File: config.mk
export PLATFORM = sky130hd
export DESIGN_NAME = irq_ctrl
export DESIGN_NICKNAME = d
export VERILOG_FILES = /design/src/rtl/irq_ctrl_pkg.sv /design/src/rtl/irq_trig_detect.sv /design/src/rtl/irq_pend_bank.sv /design/src/rtl/irq_lowest_enc.sv /design/src/rtl/irq_ctrl.sv
export SDC_FILE = /design/constraint.sdc
export NUM_CORES = 1
export LEC_CHECK = 0
export BUFFER_PORTS_ARGS = -buffer_cell sky130_fd_sc_hd__buf_4
export CAP_MARGIN = 20
export CORE_MARGIN = 2
export CORE_UTILIZATION = 45
export CTS_CLUSTER_SIZE = 20
export DETAILED_ROUTE_END_ITERATION = 6
export PLACE_DENSITY = 0.68
export SLEW_MARGIN = 10
export SYNTH_ARGS = -nofsm -noshare
export SYNTH_HDL_FRONTEND = slang
export SYNTH_SLANG_ARGS = --single-unit
File: constraint.sdc
create_clock -name clk -period 2.47 [get_ports clk]
set_clock_uncertainty 0.05 [all_clocks]
set_input_delay 0.6175 -clock clk [delete_from_list [all_inputs] [get_ports clk]]
set_output_delay 0.6175 -clock clk [all_outputs]
set_load 0.02 [all_outputs]
File: src/rtl/irq_ctrl_pkg.sv
package irq_ctrl_pkg;
  localparam int REG_ADDR_W = 2;

  typedef enum logic [REG_ADDR_W-1:0] {
    SEL_MASK   = 2'd0,
    SEL_STATUS = 2'd1,
    SEL_CTRL   = 2'd2,
    SEL_NONE   = 2'd3
  } reg_sel_e;

  localparam int CTRL_IE_BIT   = 0;
  localparam int CTRL_TICK_BIT = 1;
endpackage

File: src/rtl/irq_trig_detect.sv
module irq_trig_detect #(
  parameter int N = 32,
  parameter logic [N-1:0] EDGE_SEL = '0
) (
  input  logic         clk,
  input  logic         rst_n,
  input  logic [N-1:0] req_i,
  output logic [N-1:0] set_o
);
  for (genvar gi = 0; gi < N; gi++) begin : g_line
    if (EDGE_SEL[gi]) begin : g_edge
      logic prev_q;
      always_ff @(posedge clk or negedge rst_n) begin
        if (!rst_n) prev_q <= 1'b0;
        else        prev_q <= req_i[gi];
      end
      assign set_o[gi] = req_i[gi] & ~prev_q;
    end else begin : g_level
      assign set_o[gi] = req_i[gi];
    end
  end
endmodule

File: src/rtl/irq_pend_bank.sv
module irq_pend_bank #(
  parameter int N = 32,
  parameter bit CLR_ON_ZERO = 1'b0
) (
  input  logic         clk,
  input  logic         rst_n,
  input  logic [N-1:0] set_i,
  input  logic         ack_we_i,
  input  logic [N-1:0] ack_data_i,
  output logic [N-1:0] pend_o
);
  logic [N-1:0] clr;
  logic [N-1:0] pend_q;

  if (CLR_ON_ZERO) begin : g_zero_clr
    assign clr = ack_we_i ? ~ack_data_i : '0;
  end else begin : g_one_clr
    assign clr = ack_we_i ? ack_data_i : '0;
  end

  // a set in the same cycle overrides the clear
  always_ff @(posedge clk or negedge rst_n) begin
    if (!rst_n) pend_q <= '0;
    else        pend_q <= (pend_q & ~clr) | set_i;
  end

  assign pend_o = pend_q;
endmodule

File: src/rtl/irq_lowest_enc.sv
module irq_lowest_enc #(
  parameter int N = 32,
  localparam int IDX_W = (N > 1) ? $clog2(N) : 1
) (
  input  logic [N-1:0]     vec_i,
  output logic [IDX_W-1:0] idx_o,
  output logic             vld_o
);
  always_comb begin
    idx_o = '0;
    vld_o = 1'b0;
    for (int i = N - 1; i >= 0; i--) begin
      if (vec_i[i]) begin
        idx_o = IDX_W'(i);
        vld_o = 1'b1;
      end
    end
  end
endmodule

File: src/rtl/irq_ctrl.sv
module irq_ctrl
  import irq_ctrl_pkg::*;
#(
  parameter int NUM_LINES = 32,
  parameter int DATA_W = 32,
  parameter logic [NUM_LINES-1:0] EDGE_SEL = NUM_LINES'(32'h0000_FFFF),
  parameter bit CLR_ON_ZERO = 1'b0,
  localparam int IDX_W = (NUM_LINES > 1) ? $clog2(NUM_LINES) : 1
) (
  input  logic                  clk,
  input  logic                  rst_n,
  input  logic [NUM_LINES-1:0]  irq_req_i,
  input  logic                  reg_wr_i,
  input  logic                  reg_rd_i,
  input  logic [REG_ADDR_W-1:0] reg_addr_i,
  input  logic [DATA_W-1:0]     reg_wdata_i,
  output logic [DATA_W-1:0]     reg_rdata_o,
  output logic                  irq_o,
  output logic                  tick_en_o,
  output logic [IDX_W-1:0]      low_idx_o,
  output logic                  low_vld_o
);
  reg_sel_e sel;
  assign sel = reg_sel_e'(reg_addr_i);

  logic [NUM_LINES-1:0] set_vec;
  logic [NUM_LINES-1:0] pend;
  logic [NUM_LINES-1:0] mask_q;
  logic                 ie_q;
  logic                 tick_q;
  logic [DATA_W-1:0]    rdata_q;
  logic [DATA_W-1:0]    rd_mux;
  logic                 ack_we;
  logic [NUM_LINES-1:0] active;

  irq_trig_detect #(.N(NUM_LINES), .EDGE_SEL(EDGE_SEL)) u_trig (
    .clk   (clk),
    .rst_n (rst_n),
    .req_i (irq_req_i),
    .set_o (set_vec)
  );

  assign ack_we = reg_wr_i && (sel == SEL_STATUS);

  irq_pend_bank #(.N(NUM_LINES), .CLR_ON_ZERO(CLR_ON_ZERO)) u_pend (
    .clk        (clk),
    .rst_n      (rst_n),
    .set_i      (set_vec),
    .ack_we_i   (ack_we),
    .ack_data_i (reg_wdata_i[NUM_LINES-1:0]),
    .pend_o     (pend)
  );

  always_ff @(posedge clk or negedge rst_n) begin
    if (!rst_n) begin
      mask_q <= '0;
      ie_q   <= 1'b0;
      tick_q <= 1'b0;
    end else if (reg_wr_i) begin
      if (sel == SEL_MASK) mask_q <= reg_wdata_i[NUM_LINES-1:0];
      if (sel == SEL_CTRL) begin
        ie_q   <= reg_wdata_i[CTRL_IE_BIT];
        tick_q <= reg_wdata_i[CTRL_TICK_BIT];
      end
    end
  end

  always_comb begin
    rd_mux = '0;
    case (sel)
      SEL_MASK:   rd_mux[NUM_LINES-1:0] = mask_q;
      SEL_STATUS: rd_mux[NUM_LINES-1:0] = pend;
      SEL_CTRL: begin
        rd_mux[CTRL_IE_BIT]   = ie_q;
        rd_mux[CTRL_TICK_BIT] = tick_q;
      end
      default:    rd_mux = '0;
    endcase
  end

  always_ff @(posedge clk or negedge rst_n) begin
    if (!rst_n)        rdata_q <= '0;
    else if (reg_rd_i) rdata_q <= rd_mux;
  end

  assign active = pend & mask_q;

  irq_lowest_enc #(.N(NUM_LINES)) u_enc (
    .vec_i (active),
    .idx_o (low_idx_o),
    .vld_o (low_vld_o)
  );

  assign irq_o       = ie_q & (|active);
  assign tick_en_o   = tick_q;
  assign reg_rdata_o = rdata_q;
endmodule

==> metrics <==
Vias=3950; 1st-iter DRT viols=261; Final Core Density=roughly 64%; reg-to-reg slack, setup=approximately 1.4 ns; level count of the clock H-tree=4; EDFF count, synth=0; min-delay src=irq_req_i[12]; # Max-Cap Violations=0; Reg2Reg Depth=3; Die Wd=between 100 and 150 um; hold path depth=1; worst r2r src=u_pend.pend_o[25]; Layout fillers=around 860; GRT Util Overall=23.0%; clock tree buffer depth=2; post-layout min period=approximately 2.9 ns; I/O Pins=110; hold slack=between 0.15 and 0.2 ns; TritonCTS clock tree=yes; setup violators final=7; Placer Congestion=between 0.8 and 0.9; CP Class=flip-flop to output pin; initial antenna violation count=0; Area contributors post-synth=dfrtp_1 (57%), mux2_2 (7.6%), mux2i_1 (6.4%); Power Density=~860 nW/um^2; Mapped Cells=452; WP data arrival=roughly 2.2 ns; most common cell in the synthesized netlist=dfrtp_1; row count=38; Clock Sinks=around 110; GRT overflow=0; synthesized area=between 5000 and 6000 sq um; Avg WL per Cell=~17 um; multi-input combinational cell area=2000 sq um; Post-route DRC=0; fin. max-slew vios=0; slowest stage delay, CP=between 0.4 and 0.5 ns; Hold/Removal Path Class=input port to flip-flop; worst-margin pin slew=roughly 0.47 ns; Final Hold Viols=0; ANT nets after route=0; synthesized flop and latch total=approximately 110; Max VDD drop=0.537 mV; vias per cell=5.26; DP Wirelength=around 8700 um; die height=between 100 and 150 um; failing checks=negative setup slack; post-route insts no fill=751; CP endpoint kind=output pin; static leakage=~3.3 nW; Clock Latency Late Sink=roughly 0.52 ns; placed insts=700; asr flop ratio synth=100%; worst endpoint required time=1.80 ns; Slowest cell on crit path=dfrtp_1; Avg Inst Size Synth=11.1 sq um; most frequent cells after synthesis=dfrtp_1 (114), nand2_1 (69), inv_1 (47), mux2_2 (34), mux2i_1 (32); status=finished with violations; Port Buf Inserts=approximately 110; RSZ-0062 raised after global routing=yes; final WL=about 13000 um; DR pass1 iterations=4; post-synthesis net count=between 500 and 600; sequential share of the synthesized area=a little under three fifths; worst r2r dst=reg_rdata_o[25]; vias in the first global route=about 4200; diode count=0; Synth Warn #=0; fraction of layout cells with a size suffix above 1=roughly two fifths; Area Overhead vs Synth=38.4%; Tot Pwr=a little under 6 mW; die area=12000 sq um; CP Cell Sequence=a22oi_1 -> nand3_1 -> or3_4 -> nand2b_4 -> and2_4 -> buf_6; register area=roughly 2900 sq um; crit-path max FO=4; clk root buf=clkbuf_8; crit path launch type=flip-flop; top-area cell type share of the netlist area=a little under three fifths; largest net degree at the start of global routing=72; Slew headroom=around two thirds; post-route setup slack=-0.404 ns; clock transition at the registers of the reported paths=0.06 ns; Primary FF master, synth=dfrtp_1; Synth area leader=dfrtp_1; Peak Freq=0.348 GHz; Synth cell types=38; WHS Endpoint=u_trig.g_line[12].g_edge.prev_q; Initial Util=between 40% and 50%; setup_tns=-2.12 ns; post-layout net count=between 600 and 700; global-route wire length before repair=between 20000 and 25000 um; cts bufs inserted=17; Core Area=about 11000 sq um; final worst-path cycle share=116%
==> sequential cells by signal, indices dropped and copies added (netlist names) <==
name / flops
reg_rdata_o: 32
mask_q: 32
u_trig.g_line.g_edge.prev_q: 16
u_pend.pend_o: 32
ie_q: 1
tick_en_o: 1
==> per-stage QoR <==
step,worst slack [ns],area (sq um)
final,-0.404,6950
after floorplan,0.200,5020
after detailed placement,0.0362,6090
after global routing,-0.477,6950
after global placement,0.0639,6090
after CTS,-0.404,6900
==> worst max-delay path: cells and delay by family, from the launching register on <==
family / cells / cell delay [ns]
buffers and inverters: 1 / 0.12
AND/OR/NAND/NOR: 4 / 0.88
flip-flops: 1 / 0.42
AO/OA/AOI/OAI: 1 / 0.24
==> routing by layer <==
layer,share of wire [%],track usage (%)
met4,1.9,9.58
met1,46,29.6
met5,0,0
met2,47,37.0
met3,5.3,6.05
==> area by class of cell <==
type	instances	area share, %
clock inverters	9	1.84
clock buffers	23	6.86
well taps	140	2.52
repair buffers	146	16.3
inverters	47	2.54
multi-input cells	272	28.8
flip-flops and latches	114	41.1
==> timing repair <==
item,4_1_cts,5_1_grt
resized for setup,17,9
buffers inserted,17,3
hold buffers,1,0
hold endpoints to repair,26,0
pin swaps,23,9
setup endpoints to repair,7,7
==> cells in the final DEF, fill, tap and decap left out, drive strengths merged, types with 2 or more instances in the layout <==
master,synthesis,final
a32oi,2,2
mux2,34,34
a31oi,2,2
bufinv,0,3
nor2,8,8
dfrtp,114,114
a21oi,6,6
a22o,4,4
a211oi,2,2
o21ai,19,19
clkbuf,8,23
clkinv,0,3
a222oi,2,2
o211ai,3,3
buf,11,145
a22oi,12,12
nand2b,2,2
mux2i,32,32
clkinvlp,0,3
o22ai,31,31
nand3,4,4
and2,3,3
a311oi,2,2
inv,47,47
nand4,3,3
nand2,69,69
nand3b,2,2
a21o,18,18
a32o,4,4
==> kinds of logic after synthesis <==
logic type             Yosys count  synth area share [%]
DFF                            114                  56.8
AOI/OAI and AO/OA              111                  15.4
and+or+nand+nor                 95                  8.60
muxes                           66                  14.0
buffers and inverters           66                  5.21
==> where the power goes <==
part | leakage (nW) | internal, mW | switching [mW]
sequential | 1.30 | 2.09 | 0.202
combinational | 1.70 | 0.589 | 0.579
clock | 0.290 | 1.64 | 0.845
==> worst max path at each step <==
stage | end | slack [ns] | start | cells after the start
floorplan | low_idx_o[2] | 0.20 | mask_q[25] | 5
global placement | low_idx_o[2] | 0.06 | mask_q[25] | 6
detailed placement | low_idx_o[2] | 0.04 | mask_q[25] | 6
CTS | irq_o | -0.40 | mask_q[1] | 6
global route | irq_o | -0.48 | mask_q[10] | 6
finish | irq_o | -0.40 | u_pend.pend_o[10] | 6
Note: power is estimated with default switching activity, not from simulation.
